--- src/rtl/idle_window_pkg.sv ---
package idle_window_pkg;

  // Per-slot strobes from the control to the datapath
  typedef struct packed {
    logic pushIdle;   // slot is idle-equivalent: record its stamp
    logic forced;     // slot was made idle by a stall
  } slotStrobe_t;

  function automatic int stampWidth(input int winLen);
    return $clog2(winLen + 1) + 1;
  endfunction

endpackage

--- src/rtl/idle_window_dp.sv ---
module idle_window_dp
  import idle_window_pkg::*;
#(
  parameter int IDLE_MIN = 4,
  parameter int WIN_LEN  = 64,
  parameter int TS_W     = stampWidth(WIN_LEN)
) (
  input  logic        clk,
  input  logic        rstN,
  input  slotStrobe_t strobes,
  output logic        ageOk
);

  localparam int HEAD_W = (IDLE_MIN > 1) ? $clog2(IDLE_MIN) : 1;
  localparam logic [HEAD_W-1:0] HEAD_LAST = HEAD_W'(IDLE_MIN - 1);
  localparam logic [TS_W-1:0]   WIN_TS    = TS_W'(WIN_LEN);

  logic [TS_W-1:0]   slotCnt;
  logic [HEAD_W-1:0] headPtr;
  logic [TS_W-1:0]   stamps [IDLE_MIN];
  logic [TS_W-1:0]   oldestStamp;
  logic [TS_W-1:0]   age;

  // free-running slot counter, wraps freely
  always_ff @(posedge clk) begin
    if (!rstN) slotCnt <= '0;
    else       slotCnt <= slotCnt + TS_W'(1);
  end

  // ring pointer to the oldest stored stamp
  always_ff @(posedge clk) begin
    if (!rstN) begin
      headPtr <= '0;
    end else if (strobes.pushIdle) begin
      if (headPtr == HEAD_LAST) headPtr <= '0;
      else                      headPtr <= headPtr + HEAD_W'(1);
    end
  end

  // one register per ring entry; reset preloads stamps -IDLE_MIN .. -1
  for (genvar g = 0; g < IDLE_MIN; g++) begin : g_entry
    localparam logic [TS_W-1:0] PRELOAD = TS_W'((1 << TS_W) - IDLE_MIN + g);
    always_ff @(posedge clk) begin
      if (!rstN)
        stamps[g] <= PRELOAD;
      else if (strobes.pushIdle && (headPtr == HEAD_W'(g)))
        stamps[g] <= slotCnt;
    end
  end

  assign oldestStamp = stamps[headPtr];
  assign age         = slotCnt - oldestStamp;   // modular distance
  assign ageOk       = (age < WIN_TS);

  // the oldest recorded idle never falls further back than one window
  p_age_bound_r3: assert property (@(posedge clk) disable iff (!rstN)
    age <= WIN_TS);

  // a slot that records nothing makes the oldest stamp one slot older
  p_age_step_r6: assert property (@(posedge clk) disable iff (!rstN)
    (rstN && !strobes.pushIdle) |=> age == $past(age) + TS_W'(1));

  // a forced slot always pushes a stamp, moving the oldest pointer on
  p_forced_push_r7: assert property (@(posedge clk) disable iff (!rstN)
    (strobes.forced && IDLE_MIN > 1) |=> headPtr != $past(headPtr));

endmodule

--- src/rtl/idle_window_ctrl.sv ---
module idle_window_ctrl
  import idle_window_pkg::*;
(
  input  logic        clk,
  input  logic        rstN,
  input  logic        reqValid,
  input  logic        noConflict,
  input  logic        ageOk,
  output logic        grant,
  output logic        stall,
  output slotStrobe_t strobes
);

  always_comb begin
    grant            = reqValid && (noConflict || ageOk);
    stall            = reqValid && !grant;
    strobes.pushIdle = !grant || noConflict;
    strobes.forced   = stall;
  end

  // a stall only ever holds off a pending request
  p_stall_req_r1: assert property (@(posedge clk) disable iff (!rstN)
    stall |-> (reqValid && !grant));

  // no grant without a request
  p_grant_req_r1: assert property (@(posedge clk) disable iff (!rstN)
    grant |-> reqValid);

  // credited requests go through
  p_credit_grant_r5: assert property (@(posedge clk) disable iff (!rstN)
    (reqValid && noConflict) |-> grant);

endmodule

--- src/rtl/idle_window_enforcer.sv ---
module idle_window_enforcer
  import idle_window_pkg::*;
#(
  parameter int IDLE_MIN = 4,
  parameter int WIN_LEN  = 64
) (
  input  logic clk,
  input  logic rstN,
  input  logic reqValid,
  input  logic noConflict,
  output logic grant,
  output logic stall
);

  localparam int TS_W = stampWidth(WIN_LEN);

  slotStrobe_t strobes;
  logic        ageOk;

  idle_window_ctrl u_ctrl (
    .clk        (clk),
    .rstN       (rstN),
    .reqValid   (reqValid),
    .noConflict (noConflict),
    .ageOk      (ageOk),
    .grant      (grant),
    .stall      (stall),
    .strobes    (strobes)
  );

  idle_window_dp #(
    .IDLE_MIN (IDLE_MIN),
    .WIN_LEN  (WIN_LEN),
    .TS_W     (TS_W)
  ) u_dp (
    .clk     (clk),
    .rstN    (rstN),
    .strobes (strobes),
    .ageOk   (ageOk)
  );

  initial begin
    a_params_r2: assert (IDLE_MIN >= 1 && IDLE_MIN < WIN_LEN);
  end

endmodule

--- config.mk ---
export PLATFORM = sky130hd
export DESIGN_NAME = idle_window_enforcer
export DESIGN_NICKNAME = d
export VERILOG_FILES = /design/src/rtl/idle_window_pkg.sv /design/src/rtl/idle_window_dp.sv /design/src/rtl/idle_window_ctrl.sv /design/src/rtl/idle_window_enforcer.sv
export SDC_FILE = /design/constraint.sdc
export NUM_CORES = 1
export LEC_CHECK = 0
export CAP_MARGIN = 20
export CORE_ASPECT_RATIO = 0.5
export CORE_MARGIN = 2
export CORE_UTILIZATION = 45
export CTS_BUF_LIST = sky130_fd_sc_hd__clkbuf_16
export CTS_CLUSTER_SIZE = 16
export DETAILED_ROUTE_END_ITERATION = 8
export PLACE_DENSITY = 0.65
export SETUP_SLACK_MARGIN = 0.1
export SLEW_MARGIN = 30
export SYNTH_ARGS = -nofsm -noshare
export SYNTH_HDL_FRONTEND = slang
export SYNTH_SLANG_ARGS = --single-unit
--- constraint.sdc ---
create_clock -name clk -period 7.1 [get_ports clk]
set_input_delay 1.42 -clock clk [delete_from_list [all_inputs] [get_ports clk]]
set_output_delay 1.42 -clock clk [all_outputs]
set_load 0.01 [all_outputs]
==> results.tsv, run 1 <==
stage	metric	value	unit
clock_network	CTS root buffer	clkbuf_16	
detailed_routing	starting DRC count in detailed routing	119	
layout	ratio of cells with drive above 1 in the final layout	6.358	%
yosys	synth warn	0	
placement	GPL Wtd Cong	0.7460	
die	die area	5677	um^2
pwr	Leak	0.0008963	uW
sta	Setup violations, final	0	
yosys	mapped cell area	2276	um^2
pwr	power per cell area	303.8	nW/um^2
sta	worst slew pin tran	701.5	ps
detailed_routing	DRC	0	
detailed_routing	ANT nets after route	0	
setup_path	CP Launch Type	register	
pwr	VDD IR max	120.1	uV
pwr	Power, Total	747.0	uW
sta	Hold Violations, Final	0	
placement	Buffers on Ports	5	
detailed_routing	DRT Pass-1 Iters	4	
layout	area grow syn2layout	8.026	%
sta	worst clock skew	4.101	ps
sta	fin. max-slew vios	0	
layout	Layout Nets	187	
die	Core ar.	4887	um^2
sta	Max Freq	0.2056	GHz
setup_path	WP data arrival	3440	ps
die	Die H	54.29	um
setup_path	Crit. End Element	primary output	
setup_path	CP required	5680	ps
sta	RSZ-0062 raised after global routing	false	
clock_network	worst-skew pair later-pin latency	280	ps
detailed_routing	post-DR vias/cell	5.782	
layout	fin cells	243	
job	maxcap violations	0	
setup_path	Crit Path Category	register to primary output	
clock_network	Clock Tree Buf Depth	2	
yosys	Avg Cell Area, Syn	13.08	um^2
setup_path	reg2reg end	u_dp.stamps[3][4]$_SDFFCE_PN1P_	
yosys	Net Count, Synth	189	
layout	diode count	0	
placement	post-DP HPWL	2811	um
yosys	top cells by area, synth	edfxtp_1 (42%), dfxtp_1 (11%), ha_1 (6.0%)	
global_routing	gr usage total	17.31	%
die	Starting Density	46.57	%
sta	Tmin final	4863	ps
global_routing	largest net degree at the start of global routing	42	
yosys	area leader, netlist	edfxtp_1	
global_routing	first-pass GRT wire length	7210	um
yosys	sequential area share after synthesis	52.78	%
die	FP Rows	18	
clock_network	post-cts sizing count	0	
hold_path	worst hold path endpoint	u_dp.headPtr[1]$_SDFFE_PN0N_	
run_status	status	finished clean	
sta	Max-slew headroom	53.07	%
hold_path	hold_sp	u_dp.headPtr[1]$_SDFFE_PN0N_	
yosys	Synth top area share	42.22	%
yosys	number of synthesized flops with an enable pin	32	
yosys	FFs w/ async S/R, synth	0	%
yosys	FF+latch count, synth	44	
yosys	most instantiated cells after synthesis	edfxtp_1 (32), nand3_1 (18), nand4b_1 (15), dfxtp_1 (12), ha_1 (11)	
sta	Setup Total Neg Slack	0	ps
clock_network	Worst-path clk slew	60	ps
setup_path	CP Max Fanout	9	
clock_network	Setup Buffers After CTS	0	
detailed_routing	via count	1405	
clock_network	CTS buffer count	5	
yosys	post-synthesis cell count	174	
yosys	Yosys cell types	33	
sta	Tcrit/Tclk final	68.50	%
yosys	most frequent cell after synthesis	edfxtp_1	
detailed_routing	routed len/inst	18.09	um
yosys	ys flop type	edfxtp_1	
hold_path	Min-Delay Path Class	register to register	
die	# IOs	6	
clock_network	hold-fix buffers at CTS	0	
detailed_routing	final wirelength	4396	um
die	Die X	104.6	um
setup_path	Reg2Reg Setup Slack	3360	ps
global_routing	vias in the first global route	1365	
clock_network	H-tree depth	2	
global_routing	overflow left after global routing	0	
setup_path	Reg2Reg Depth	9	
global_routing	initial antenna violation count	0	
clock_network	CTS Sinks	44	
placement	placed insts	235	
clock_network	CTS tree	yes	
hold_path	WHS Path Cells	2	
layout	FILL cells	439	
-- layer usage --
layer | routed length (um) | up-vias | GRT usage, %
met1 | 2094 | 701 | 24.02
li1 | - | 652 | -
met3 | 274 | 9 | 3.333
met2 | 1961 | 43 | 28.21
met5 | 0 | - | 0
met4 | 65 | 0 | 5.778
-- state kept, by name, indices dropped and copies added (netlist names), named ones only --
signal        flops
u_dp.stamps      32
u_dp.slotCnt      8
u_dp.headPtr      2
-- critical path, stage by stage, from the launching register on --
cell,delay (ps)
dfxtp_1,610
mux4_1,620
inv_1,70
ha_1,130
and3_1,180
nand3_1,90
o31ai_1,410
mux2i_1,360
and2b_1,220
clkdlybuf4s50_1,470
-- per-stage QoR --
| stage | worst slack [ps] | utilization (%) | cell area [um^2] | hold slack (ps) |
|---|---|---|---|---|
| after global routing | 2028 | 50.31 | 2459 | 574.0 |
| after detailed placement | 2503 | 47.52 | 2322 | 523.3 |
| after floorplan | 3396 | - | 2276 | 483.2 |
| after global placement | 2572 | 47.52 | 2322 | 517.5 |
| after CTS | 2191 | 50.31 | 2459 | 540.1 |
| final | 2237 | 50.31 | 2459 | 540.0 |
-- where the power goes --
group          leakage, uW  internal, uW  switching [uW]
Sequential        0.000360           326            29.7
Clock            0.0000765           127            89.6
Combinational     0.000460          76.5            98.4
-- area by class of cell --
cell class                      instances  area [um^2]  share of cell area, %
Sequential cell                        44         1201                  48.85
Multi-Input combinational cell        107        945.9                  38.47
Clock buffer                            5        125.1                  5.089
Tap cell                               70        87.58                  3.562
Timing Repair Buffer                    6        57.56                  2.341
Inverter                                8        30.03                  1.221
Clock inverter                          3        11.26                 0.4580
-- cells by family after synthesis --
logic type               share of synthesized area (%)
AO/OA/AOI/OAI                                    3.464
AND/OR/NAND/NOR                                  18.64
flip-flops                                       52.78
multiplexers                                     9.951
adder cells (fa/ha/maj)                          6.047
XOR/XNOR                                         3.464
buffers and inverters                            5.662
-- worst max-delay path by stage --
stage / startpoint / to / slack, ps / depth (start not counted)
2_1_floorplan: register / stall / 3400 / 9
4_1_cts: register / stall / 2190 / 9
5_1_grt: register / stall / 2030 / 9
3_5_place_dp: register / stall / 2500 / 9
3_3_place_gp: register / stall / 2570 / 9
6_report: register / stall / 2240 / 9
-- cell usage in the layout (no fill, tap or decap), types with 7 or more instances in the layout --
cell type	instances
xnor2_1	7
dfxtp_1	12
nand4b_1	15
inv_1	10
nand3_1	18
edfxtp_1	32
ha_1	11
nor2b_1	8
and2_1	7
Note: power is estimated with default switching activity, not from simulation.
==> run 2: changes to the inputs <==
Settings changed: PLACE_DENSITY 0.65 to 0.67.
Clock period 7.1 ns to 4.05 ns, I/O delays scaled along.
==> results.tsv, run 2 (synthesized netlist as in run 1, its figures left out) <==
stage	metric	value	unit	change
run_status	status	finished clean		
layout	area grow syn2layout	10.50	%	
pwr	Leak	0.0009614	uW	+7.3%
detailed_routing	ANT nets after route	0		unchanged
die	# IOs	6		unchanged
detailed_routing	post-DR vias/cell	5.760		-0.38%
setup_path	CP Max Fanout	8		-1
sta	worst slew pin tran	557.7	ps	-143.8 ps
hold_path	Min-Delay Path Class	register to register		
sta	Setup Total Neg Slack	0	ps	unchanged
sta	RSZ-0062 raised after global routing	false		
pwr	power per cell area	527.3	nW/um^2	+74%
layout	diode count	0		unchanged
hold_path	hold_sp	u_dp.headPtr[1]$_SDFFE_PN0N_		
setup_path	CP required	3240	ps	-2440 ps
placement	post-DP HPWL	3203	um	+14%
layout	ratio of cells with drive above 1 in the final layout	10.56	%	+4.2 points
layout	biggest regs	u_dp.stamps x32, u_dp.slotCnt x8, u_dp.headPtr x2		
clock_network	H-tree depth	2		unchanged
setup_path	Reg2Reg Setup Slack	680	ps	-2680 ps
detailed_routing	starting DRC count in detailed routing	119		unchanged
die	die area	5677	um^2	unchanged
setup_path	Crit Path Category	register to primary output		
global_routing	overflow left after global routing	0		unchanged
clock_network	CTS buffer count	5		unchanged
clock_network	CTS tree	yes		
clock_network	Worst-path clk slew	60	ps	about the same
clock_network	worst-skew pair later-pin latency	280	ps	about the same
layout	Layout Nets	194		+3.7%
layout	Top reg by flops	u_dp.stamps		
layout	FILL cells	419		-4.6%
setup_path	CP Launch Type	register		
sta	Setup violations, final	0		unchanged
pwr	VDD IR max	212.4	uV	+77%
sta	worst clock skew	2.279	ps	-1.822 ps
layout	Reg area	1205	um^2	+0.31%
placement	GPL Wtd Cong	0.7525		+0.87%
sta	Max-slew headroom	62.69	%	+9.6 points
hold_path	WHS Path Cells	2		unchanged
layout	commonest non-fill, non-tap cells in the layout	edfxtp_1 (32), nand3_1 (18), nand4b_1 (15)		
clock_network	CTS Sinks	44		unchanged
die	FP Rows	18		unchanged
sta	fin. max-slew vios	0		unchanged
global_routing	initial antenna violation count	0		unchanged
detailed_routing	via count	1440		+2.5%
setup_path	Reg2Reg Depth	10		+1
global_routing	vias in the first global route	1278		-6.4%
global_routing	largest net degree at the start of global routing	34		-19%
setup_path	Crit. End Element	primary output		
clock_network	CTS root buffer	clkbuf_16		
layout	max reg flops	32		unchanged
sta	Tcrit/Tclk final	89.82	%	
clock_network	Clock Tree Buf Depth	2		unchanged
setup_path	reg2reg end	u_dp.stamps[3][4]$_SDFFCE_PN1P_		
placement	Buffers on Ports	5		unchanged
detailed_routing	final wirelength	4634	um	+5.4%
die	Core ar.	4887	um^2	unchanged
clock_network	hold-fix buffers at CTS	0		unchanged
die	Die H	54.29	um	unchanged
setup_path	WP data arrival	2830	ps	-610 ps
detailed_routing	routed len/inst	18.54	um	+2.5%
detailed_routing	DRC	0		unchanged
sta	Max Freq	0.2749	GHz	
die	Starting Density	46.57	%	unchanged
die	Die X	104.6	um	unchanged
sta	Tmin final	3638	ps	
layout	commonest non-fill, non-tap cell in the layout	edfxtp_1		
global_routing	first-pass GRT wire length	6927	um	-3.9%
sta	Hold Violations, Final	0		unchanged
job	maxcap violations	0		unchanged
placement	placed insts	240		+2.1%
global_routing	gr usage total	17.16	%	-0.15 points
detailed_routing	DRT Pass-1 Iters	4		unchanged
layout	share of the core filled with cells	51.46	%	+1.2 points
layout	fin cells	250		+2.9%
layout	footprint of the multi-input gates	945.9	um^2	unchanged
[run 2: area by class of cell]
class / count / area share, %
flip-flops and latches: 44 / 47.91
clock inverters: 3 / 0.4478
inverters: 8 / 1.194
repair buffers: 13 / 4.378
multi-input cells: 107 / 37.61
well taps: 70 / 3.483
clock buffers: 5 / 4.975
[run 2: worst max path at each step]
stage,from,to,slack [ps]
6_report,register,stall,410
5_1_grt,register,stall,260
4_1_cts,register,stall,110
3_5_place_dp,register,stall,230
3_3_place_gp,register,stall,290
2_1_floorplan,register,stall,960
[run 2: worst max-delay path: stages (launching register included)]
cell,delay [ps]
dfxtp_4,390
mux4_1,570
inv_1,70
ha_1,230
a21o_1,180
a221oi_1,280
o31ai_1,140
mux2i_1,220
buf_4,150
and2b_1,160
dlymetal6s2s_1,160
[run 2: power by group]
| part | switching (uW) | leakage (uW) | total (uW) | internal, uW |
|---|---|---|---|---|
| combinational | 180 | 0.000523 | 331 | 150 |
| clock | 151 | 0.0000776 | 373 | 221 |
| sequential | 48.7 | 0.000361 | 623 | 574 |
| total | 380 | 0.000961 | 1330 | 946 |
[run 2: metal layers]
layer	track usage [%]	wire length, um	vias up
met1	24.68	2221	700
met4	7.111	77	0
met2	25.16	1909	66
met3	4.286	426	10
met5	0	0	-
li1	-	-	664
[run 2: timing repair]
| item | 4_1_cts | 5_1_grt |
|---|---|---|
| buffers inserted | 0 | 2 |
| endpoints found under the setup margin | 2 | 2 |
| resized for setup | 2 | 2 |
| gates cloned | 0 | 0 |
[run 2: per-stage QoR]
stage / power [uW] / area, um^2 / hold WS (ps) / setup WS (ps)
final: 1326 / 2515 / 529.2 / 412.3
after global routing: 1388 / 2515 / 550.4 / 263.2
after CTS: 1322 / 2500 / 528.1 / 111.6
after detailed placement: 947.2 / 2360 / 520.6 / 229.5
after global placement: 933.4 / 2360 / 502.9 / 294.6
after floorplan: 867.2 / 2276 / 483.2 / 955.5
